===== config.mk =====
export PLATFORM = sky130hd
export DESIGN_NAME = fpm_dram_ctrl
export DESIGN_NICKNAME = d
export VERILOG_FILES = /design/src/rtl/fpm_pkg.sv /design/src/rtl/fpm_refresh_timer.sv /design/src/rtl/fpm_ras_guard.sv /design/src/rtl/fpm_seq.sv /design/src/rtl/fpm_dram_ctrl.sv
export SDC_FILE = /design/constraint.sdc
export NUM_CORES = 1
export LEC_CHECK = 0
export ABC_AREA = 1
export BUFFER_PORTS_ARGS = -buffer_cell sky130_fd_sc_hd__buf_2
export CAP_MARGIN = 10
export CORE_MARGIN = 2
export CORE_UTILIZATION = 30
export DETAILED_ROUTE_END_ITERATION = 8
export PLACE_DENSITY_LB_ADDON = 0.15
export REMOVE_ABC_BUFFERS = 1
export SLEW_MARGIN = 5
export SYNTH_ARGS = -nofsm -noshare
export SYNTH_HDL_FRONTEND = slang
export SYNTH_SLANG_ARGS = --single-unit

===== constraint.sdc =====
create_clock -name clk -period 2.8 [get_ports clk]
set_clock_uncertainty 0.1 [all_clocks]
set_input_delay 0.14 -clock clk [delete_from_list [all_inputs] [get_ports clk]]
set_output_delay 0.14 -clock clk [all_outputs]
set_load 0.02 [all_outputs]

===== src/rtl/fpm_pkg.sv =====
package fpm_pkg;
  localparam int ROW_W  = 11;
  localparam int COL_W  = 10;
  localparam int DATA_W = 8;
  localparam int ADDR_W = ROW_W + COL_W;
  localparam int BUS_W  = ROW_W;

  typedef enum logic [3:0] {
    ST_IDLE,
    ST_ROW_SETUP,
    ST_ROW_HOLD,
    ST_COL_SETUP,
    ST_CAS,
    ST_OPEN,
    ST_PRECHARGE,
    ST_REF_CAS,
    ST_REF_RAS
  } seq_state_e;

  function automatic logic [ROW_W-1:0] row_of(input logic [ADDR_W-1:0] a);
    return a[ADDR_W-1:COL_W];
  endfunction

  function automatic logic [COL_W-1:0] col_of(input logic [ADDR_W-1:0] a);
    return a[COL_W-1:0];
  endfunction

  function automatic logic [BUS_W-1:0] col_on_bus(input logic [COL_W-1:0] c);
    return BUS_W'(c);
  endfunction

  function automatic int max2(input int a, input int b);
    return (a > b) ? a : b;
  endfunction
endpackage


===== src/rtl/fpm_refresh_timer.sv =====
module fpm_refresh_timer #(
  parameter int REF_INTERVAL = 1560
) (
  input  logic clk,
  input  logic rst_n,
  input  logic ref_ack,
  output logic ref_pending
);
  localparam int W = $clog2(REF_INTERVAL + 1);

  logic [W-1:0] cnt_q;
  logic         tick;

  assign tick = (cnt_q == W'(REF_INTERVAL - 1));

  always_ff @(posedge clk) begin
    if (!rst_n) begin
      cnt_q       <= '0;
      ref_pending <= 1'b0;
    end else begin
      cnt_q <= tick ? '0 : cnt_q + 1'b1;
      if (tick)         ref_pending <= 1'b1;
      else if (ref_ack) ref_pending <= 1'b0;
    end
  end

  // a refresh is only acknowledged when one was requested
  assert_ack_needs_pending_R7: assert property (@(posedge clk) disable iff (!rst_n)
    ref_ack |-> ref_pending);
  // every interval expiry leaves a refresh request behind
  assert_tick_sets_pending_R7: assert property (@(posedge clk) disable iff (!rst_n)
    tick |=> ref_pending);
endmodule


===== src/rtl/fpm_ras_guard.sv =====
module fpm_ras_guard #(
  parameter int RAS_MAX   = 1000,
  parameter int T_RAS_MIN = 6,
  parameter int CNT_W     = 11
) (
  input  logic             clk,
  input  logic             rst_n,
  input  logic             ras_n,
  output logic [CNT_W-1:0] ras_cnt
);
  // ras_cnt = number of completed RAS-low cycles before the current one
  always_ff @(posedge clk) begin
    if (!rst_n)              ras_cnt <= '0;
    else if (ras_n)          ras_cnt <= '0;
    else if (ras_cnt != '1)  ras_cnt <= ras_cnt + 1'b1;
  end

  assert_ras_low_cap_R9: assert property (@(posedge clk) disable iff (!rst_n)
    !ras_n |-> (ras_cnt < CNT_W'(RAS_MAX)));
  assert_ras_low_min_R10: assert property (@(posedge clk) disable iff (!rst_n)
    $rose(ras_n) |-> ($past(ras_cnt) >= CNT_W'(T_RAS_MIN - 1)));
endmodule


===== src/rtl/fpm_seq.sv =====
module fpm_seq
  import fpm_pkg::*;
#(
  parameter int T_ASR     = 1,
  parameter int T_RAH     = 1,
  parameter int T_ASC     = 1,
  parameter int T_CP      = 1,
  parameter int T_CAS     = 2,
  parameter int T_RP      = 4,
  parameter int T_RAS_MIN = 6,
  parameter int T_CSR     = 1,
  parameter int RD_LAT    = 2,
  parameter int RAS_MAX   = 1000,
  parameter int CNT_W     = 11
) (
  input  logic              clk,
  input  logic              rst_n,
  input  logic              req_valid,
  output logic              req_ready,
  input  logic              req_we,
  input  logic [ADDR_W-1:0] req_addr,
  input  logic [DATA_W-1:0] req_wdata,
  output logic              rd_valid,
  output logic [DATA_W-1:0] rd_data,
  input  logic              ref_pending,
  output logic              ref_ack,
  input  logic [CNT_W-1:0]  ras_cnt,
  output logic              ras_n,
  output logic              cas_n,
  output logic              we_n,
  output logic              oe_n,
  output logic [BUS_W-1:0]  addr,
  output logic [DATA_W-1:0] dq_out,
  output logic              dq_oe,
  input  logic [DATA_W-1:0] dq_in
);
  localparam int T_COLW    = max2(T_ASC, T_CP);
  localparam int ACC_LEN   = T_COLW + T_CAS;
  localparam int HIT_LIMIT = RAS_MAX - ACC_LEN - 1;
  localparam int TMR_MAX   = max2(max2(max2(T_ASR, T_RAH), max2(T_COLW, T_CAS)),
                                  max2(max2(T_RP, T_RAS_MIN), T_CSR));
  localparam int TMR_W     = $clog2(TMR_MAX + 1);
  localparam logic [CNT_W-1:0] HIT_LIM_C = CNT_W'(HIT_LIMIT);
  localparam logic [CNT_W-1:0] MIN_C     = CNT_W'(T_RAS_MIN - 1);
  localparam logic [TMR_W-1:0] CAP_AT    = TMR_W'(T_CAS - RD_LAT);

  seq_state_e         state_q, state_d;
  logic [TMR_W-1:0]   tmr_q, tmr_d;
  logic [ROW_W-1:0]   open_row_q;
  logic [COL_W-1:0]   col_q;
  logic [DATA_W-1:0]  wdata_q;
  logic               we_q;

  // named events used by the assertions
  logic row_hit, under_lim, accept, close_want, min_ok, done, capture;

  function automatic logic [TMR_W-1:0] dur_of(input seq_state_e s);
    case (s)
      ST_ROW_SETUP: return TMR_W'(T_ASR - 1);
      ST_ROW_HOLD:  return TMR_W'(T_RAH - 1);
      ST_COL_SETUP: return TMR_W'(T_COLW - 1);
      ST_CAS:       return TMR_W'(T_CAS - 1);
      ST_PRECHARGE: return TMR_W'(T_RP - 1);
      ST_REF_CAS:   return TMR_W'(T_CSR - 1);
      ST_REF_RAS:   return TMR_W'(T_RAS_MIN - 1);
      default:      return '0;
    endcase
  endfunction

  assign done       = (tmr_q == '0);
  assign row_hit    = (row_of(req_addr) == open_row_q);
  assign under_lim  = (ras_cnt < HIT_LIM_C);
  assign min_ok     = (ras_cnt >= MIN_C);
  assign close_want = ref_pending || (req_valid && !row_hit) || !under_lim;

  always_comb begin
    case (state_q)
      ST_IDLE: req_ready = !ref_pending;
      ST_OPEN: req_ready = !ref_pending && row_hit && under_lim;
      default: req_ready = 1'b0;
    endcase
  end

  assign accept = req_valid && req_ready;

  always_comb begin
    state_d = state_q;
    ref_ack = 1'b0;
    case (state_q)
      ST_IDLE: begin
        if (ref_pending) begin
          ref_ack = 1'b1;
          state_d = ST_REF_CAS;
        end else if (accept) begin
          state_d = ST_ROW_SETUP;
        end
      end
      ST_ROW_SETUP: if (done) state_d = ST_ROW_HOLD;
      ST_ROW_HOLD:  if (done) state_d = ST_COL_SETUP;
      ST_COL_SETUP: if (done) state_d = ST_CAS;
      ST_CAS:       if (done) state_d = ST_OPEN;
      ST_OPEN: begin
        if (accept)                  state_d = ST_COL_SETUP;
        else if (close_want && min_ok) state_d = ST_PRECHARGE;
      end
      ST_PRECHARGE: if (done) state_d = ST_IDLE;
      ST_REF_CAS:   if (done) state_d = ST_REF_RAS;
      ST_REF_RAS:   if (done) state_d = ST_PRECHARGE;
      default:      state_d = ST_PRECHARGE;
    endcase
    if (state_d != state_q) tmr_d = dur_of(state_d);
    else                    tmr_d = done ? tmr_q : tmr_q - 1'b1;
  end

  always_ff @(posedge clk) begin
    if (!rst_n) begin
      state_q    <= ST_PRECHARGE;
      tmr_q      <= TMR_W'(T_RP - 1);
      open_row_q <= '0;
      col_q      <= '0;
      wdata_q    <= '0;
      we_q       <= 1'b0;
    end else begin
      state_q <= state_d;
      tmr_q   <= tmr_d;
      if (accept) begin
        open_row_q <= row_of(req_addr);
        col_q      <= col_of(req_addr);
        wdata_q    <= req_wdata;
        we_q       <= req_we;
      end
    end
  end

  assign capture = (state_q == ST_CAS) && !we_q && (tmr_q == CAP_AT);

  always_ff @(posedge clk) begin
    if (!rst_n) begin
      rd_valid <= 1'b0;
      rd_data  <= '0;
    end else begin
      rd_valid <= capture;
      if (capture) rd_data <= dq_in;
    end
  end

  // strobe and bus decode
  logic in_row, col_phase;
  assign in_row    = (state_q == ST_ROW_SETUP) || (state_q == ST_ROW_HOLD);
  assign col_phase = (state_q == ST_COL_SETUP) || (state_q == ST_CAS);

  assign ras_n  = !((state_q == ST_ROW_HOLD) || col_phase ||
                    (state_q == ST_OPEN) || (state_q == ST_REF_RAS));
  assign cas_n  = !((state_q == ST_CAS) || (state_q == ST_REF_CAS) ||
                    (state_q == ST_REF_RAS));
  assign addr   = in_row ? open_row_q : col_on_bus(col_q);
  assign we_n   = !(we_q && col_phase);
  assign dq_oe  = we_q && col_phase;
  assign dq_out = wdata_q;
  assign oe_n   = !(!we_q && (state_q == ST_CAS));

  assert_drive_only_write_R3: assert property (@(posedge clk) disable iff (!rst_n)
    dq_oe |-> (!we_n && oe_n));
  assert_oe_only_read_R4: assert property (@(posedge clk) disable iff (!rst_n)
    !oe_n |-> (we_n && !dq_oe && !cas_n));
  assert_rd_single_pulse_R4: assert property (@(posedge clk) disable iff (!rst_n)
    rd_valid |=> !rd_valid);
  assert_hit_keeps_row_R5: assert property (@(posedge clk) disable iff (!rst_n)
    (accept && !ras_n) |=> !ras_n);
  assert_cbr_order_R7: assert property (@(posedge clk) disable iff (!rst_n)
    ($fell(ras_n) && !cas_n) |-> $past(!cas_n));
  assert_refresh_from_closed_R8: assert property (@(posedge clk) disable iff (!rst_n)
    ref_ack |-> (ras_n && cas_n && !accept));
  assert_row_stable_R12: assert property (@(posedge clk) disable iff (!rst_n)
    $fell(ras_n) |-> $stable(addr));
endmodule


===== src/rtl/fpm_dram_ctrl.sv =====
module fpm_dram_ctrl
  import fpm_pkg::*;
#(
  parameter int T_ASR        = 1,
  parameter int T_RAH        = 1,
  parameter int T_ASC        = 1,
  parameter int T_CP         = 1,
  parameter int T_CAS        = 2,
  parameter int T_RP         = 4,
  parameter int T_RAS_MIN    = 6,
  parameter int T_CSR        = 1,
  parameter int RD_LAT       = 2,
  parameter int RAS_MAX      = 1000,
  parameter int REF_INTERVAL = 1560
) (
  input  logic              clk,
  input  logic              rst_n,
  input  logic              req_valid,
  output logic              req_ready,
  input  logic              req_we,
  input  logic [ADDR_W-1:0] req_addr,
  input  logic [DATA_W-1:0] req_wdata,
  output logic              rd_valid,
  output logic [DATA_W-1:0] rd_data,
  output logic              dram_ras_n,
  output logic              dram_cas_n,
  output logic              dram_we_n,
  output logic              dram_oe_n,
  output logic [BUS_W-1:0]  dram_addr,
  output logic [DATA_W-1:0] dq_out,
  output logic              dq_oe,
  input  logic [DATA_W-1:0] dq_in
);
  localparam int CNT_W = $clog2(RAS_MAX + 1) + 1;

  logic             ref_pending, ref_ack;
  logic [CNT_W-1:0] ras_cnt;

  fpm_refresh_timer #(.REF_INTERVAL(REF_INTERVAL)) u_timer (
    .clk(clk), .rst_n(rst_n), .ref_ack(ref_ack), .ref_pending(ref_pending)
  );

  fpm_ras_guard #(.RAS_MAX(RAS_MAX), .T_RAS_MIN(T_RAS_MIN), .CNT_W(CNT_W)) u_guard (
    .clk(clk), .rst_n(rst_n), .ras_n(dram_ras_n), .ras_cnt(ras_cnt)
  );

  fpm_seq #(
    .T_ASR(T_ASR), .T_RAH(T_RAH), .T_ASC(T_ASC), .T_CP(T_CP), .T_CAS(T_CAS),
    .T_RP(T_RP), .T_RAS_MIN(T_RAS_MIN), .T_CSR(T_CSR), .RD_LAT(RD_LAT),
    .RAS_MAX(RAS_MAX), .CNT_W(CNT_W)
  ) u_seq (
    .clk(clk), .rst_n(rst_n),
    .req_valid(req_valid), .req_ready(req_ready), .req_we(req_we),
    .req_addr(req_addr), .req_wdata(req_wdata),
    .rd_valid(rd_valid), .rd_data(rd_data),
    .ref_pending(ref_pending), .ref_ack(ref_ack), .ras_cnt(ras_cnt),
    .ras_n(dram_ras_n), .cas_n(dram_cas_n), .we_n(dram_we_n), .oe_n(dram_oe_n),
    .addr(dram_addr), .dq_out(dq_out), .dq_oe(dq_oe), .dq_in(dq_in)
  );
endmodule


==> results by group <==
Run status
  • Outcome: complete, no violations

Routing
  • Vias after detailed routing: 3,390
  • Routed vias/inst: roughly 4.5
  • DRC Markers: 0
  • Routed WL: 8580 um
  • Wirelength per Cell: 11.4 um
  • Initial detailed-routing violation count: 115
  • First-pass DRT Iterations: 4
  • Remaining antenna violation count: 0

Clock tree
  • CTS Root Cell: clkbuf_16
  • Clk Latency, worst-skew pair: 0.33 ns
  • H-tree levels: 3
  • Clk buf depth: 2
  • Clock Sinks: 69
  • CTS tree: yes
  • Clock-pin slew on the worst setup and hold paths: 0.05 ns
  • Cts bufs inserted: 9

Yosys
  • Syn Area/Cell: 6.80 um2
  • Largest cells by area after synthesis: dfxtp_1 40%, nand2_1 10%, nor2_1 9.8%
  • Seq cells post-synth: 69
  • Syn. warnings: 0
  • Distinct cells, synth: 31
  • Register area share after synthesis: between 40% and 50%
  • Dominant cell type by area after synthesis: dfxtp_1
  • Post-Synthesis Cells: about 500
  • Mapped Area: 3420 um2
  • Top-area cell type share of the netlist area: 40.4%

Global route
  • GR Util All Layers: 14.5%
  • Initial antenna violation count: 0
  • First-pass GRT wire length: 14,900 um
  • Vias in the first global route: 3,314
  • Largest net degree at the start of global routing: 29
  • Gr ovfl total: 0

Place
  • Input/output buffers: between 70 and 80
  • Detailed Place HPWL: between 6000 and 7000 um
  • Placed Instances: 705
  • Gpl congestion: 0.867

Timing
  • Max-slew violation count: 0
  • RSZ-0062 raised after global routing: no
  • Slew @ Worst Pin: between 0.5 and 0.6 ns
  • Setup TNS: 0 ns
  • Setup violators final: 0
  • Headroom to the max-slew limit: 61.5%
  • Min Tclk post-route: 2.47 ns
  • Maximum achievable frequency: about 400 MHz
  • Final cycle utilization of the critical path: 88.4%
  • Final hold vios: 0

Cells and area
  • Final std cells w/o fill: 750
  • Commonest non-fill, non-tap cell in the layout: nand2_1
  • Fin util: between 40% and 50%
  • Total Nets Final: 652
  • Layout cell share with drive strength beyond 1: 18.9%
  • # diodes: 0
  • Fillers: about 1,100
  • Register Area: 1380 um2
  • Synthesis-to-layout area growth: 31.9%
  • Commonest non-fill, non-tap cells in the layout: 90 x nand2_1, 89 x nor2_1, 74 x buf_2, 69 x dfxtp_1, 64 x inv_1
  • Multi-input gate area: 1710 um2

Hold path
  • Critical hold path startpoint: dq_in[7]
  • Endpoint of the worst hold path: u_seq.rd_data[7]$_SDFFE_PN0P_
  • Worst hold path class: in -> reg
  • Hold Crit Depth: 3

Run
  • MaxCap Viol Count: 0

Worst setup path
  • Reg2reg path depth: 16
  • Critical path class: reg -> out
  • Worst reg-to-reg setup slack: between 0.3 and 0.4 ns
  • Startpoint types: register
  • Crit-path cells: nor2_2 > inv_2 > nor3_1 > inv_1 > nand2_2 > clkinvlp_4 > buf_4 > nand2_1 > nand2_1 > buf_2
  • Req. time, crit path: between 2 and 3 ns
  • Crit path arrival time: 2.23 ns
  • Worst reg2reg endpoint: u_seq.tmr_q[0]$_SDFFE_PN1P_
  • Setup crit end kind: primary output
  • Reg2Reg Launch Point: u_seq.tmr_q[0]$_SDFFE_PN1P_
  • Cell repeated most along the worst path: nand2_1
  • CP max stage cell: dfxtp_1
  • Worst Path Max Fanout: 10
  • Worst path max stage delay: 0.35 ns

Die
  • Die Span X: 111 um
  • Die area: 12,300 um2
  • Site Rows: 38
  • Core Area: 11,000 um2
  • Io pins: 75
  • Starting density of the core: 31.1%
  • Die Height: 111 um

Power
  • Lkg Pwr: between 1.5 and 2 nW
  • Peak supply drop: 0.373 mV
  • Final Total Pwr: ~3.3 mW
  • Power per Cell Area: between 700 and 800 nW/um2
final cells by class:
cell class / count / share of cell area (%)
multi-input cells: 350 / 38.1
flip-flops and latches: 69 / 30.7
repair buffers: 108 / 15.5
inverters: 68 / 5.75
clock buffers: 11 / 5.61
well taps: 140 / 3.89
clock inverters: 4 / 0.528
worst max-delay path: cells and delay by family, from the launching register on:
| kind | cells | cell delay [ns] |
|---|---|---|
| simple gates | 5 | 0.75 |
| buf+inv | 5 | 0.79 |
| flops | 1 | 0.35 |
sequential cells by signal, indices dropped and copies added (netlist names):
signal and cells:
u_seq.we_q 1, u_seq.tmr_q 3, u_timer.ref_pending 1, u_seq.rd_data 8, u_seq.state_q 4, u_guard.ras_cnt 11, u_seq.col_q 10, u_seq.rd_valid 1
u_timer.cnt_q 11, u_seq.dq_out 8, u_seq.open_row_q 11
stage by stage:
step | hold WS, ns | setup WS (ns) | instance area [um2]
after global placement | 0.288 | 0.485 | 3920
after floorplan | 0.109 | 0.713 | 3350
after CTS | 0.000409 | 0.197 | 4490
final | 0.00300 | 0.326 | 4500
after global routing | 0.00950 | 0.00816 | 4500
after detailed placement | 0.298 | 0.403 | 3920
how the worst max path moves through the flow:
| stage | to | depth (start not counted) | startpoint |
|---|---|---|---|
| after global routing | u_seq.tmr_q[2]$_SDFFE_PN0P_ | 15 | u_seq.tmr_q[0]$_SDFFE_PN1P_ |
| final | dram_addr[6] | 10 | u_seq.state_q[3]$_SDFF_PN0_ |
| after global placement | dram_addr[2] | 8 | u_seq.state_q[3]$_SDFF_PN0_ |
| after CTS | dram_addr[2] | 8 | u_seq.state_q[3]$_SDFF_PN0_ |
| after detailed placement | u_seq.tmr_q[2]$_SDFFE_PN0P_ | 15 | u_seq.tmr_q[0]$_SDFFE_PN1P_ |
| after floorplan | u_seq.tmr_q[0]$_SDFFE_PN1P_ | 16 | u_seq.tmr_q[0]$_SDFFE_PN1P_ |
power by group:
| part | leakage [nW] | switching (mW) | total, mW | internal, mW |
|---|---|---|---|---|
| Clock | 0.141 | 0.411 | 1.05 | 0.639 |
| Sequential | 0.558 | 0.0649 | 1.13 | 1.06 |
| Combinational | 1.25 | 0.698 | 1.10 | 0.398 |
| Total | 1.95 | 1.17 | 3.27 | 2.10 |
synthesized netlist by cell type:
cell,count
a2111oi_2,1
a21oi_1,29
buf_1,1
buf_2,3
buf_6,1
clkbuf_1,10
dfxtp_1,69
ha_1,5
inv_1,65
inv_2,3
nand2_1,91
nand2_4,3
nand3_1,24
nand3_2,2
nand3_4,1
nand3b_1,1
nand4_1,4
nor2_1,89
nor2_2,8
nor3_1,12
nor3_2,1
nor3b_1,4
nor4_1,2
o2111ai_1,2
o211ai_1,2
o21ai_0,54
o21ai_1,1
o22ai_1,1
o31ai_1,1
xnor2_1,9
xor2_1,3
routing by layer:
metal | wire [um] | up-vias | global-route usage (%) | share of wire (%)
met2 | 3930 | 53 | 23.8 | 46
met3 | 315 | 15 | 3.06 | 3.7
met1 | 4180 | 1511 | 18.7 | 49
li1 | - | 1811 | - | -
met4 | 147 | 0 | 5.42 | 1.7
met5 | 0 | - | 0 | 0
kinds of logic (layout without fill, tap and decap cells):
family          count (synthesis)  count (layout)  synth area share, %
compound gates                 91              91                 14.1
xor+xnor                       12              12                 3.08
fa+ha+maj                       5               5                 1.83
buf+inv                        83             191                 9.45
flops                          69              69                 40.4
simple gates                  242             242                 31.1
repair_timing:
item,CTS,global route
endpoints found under the setup margin,0,1
setup buffers,0,1
hold endpoints to repair,29,0
hold buffers,29,0
resized for setup,0,2
(Power assumes the default switching activity.)
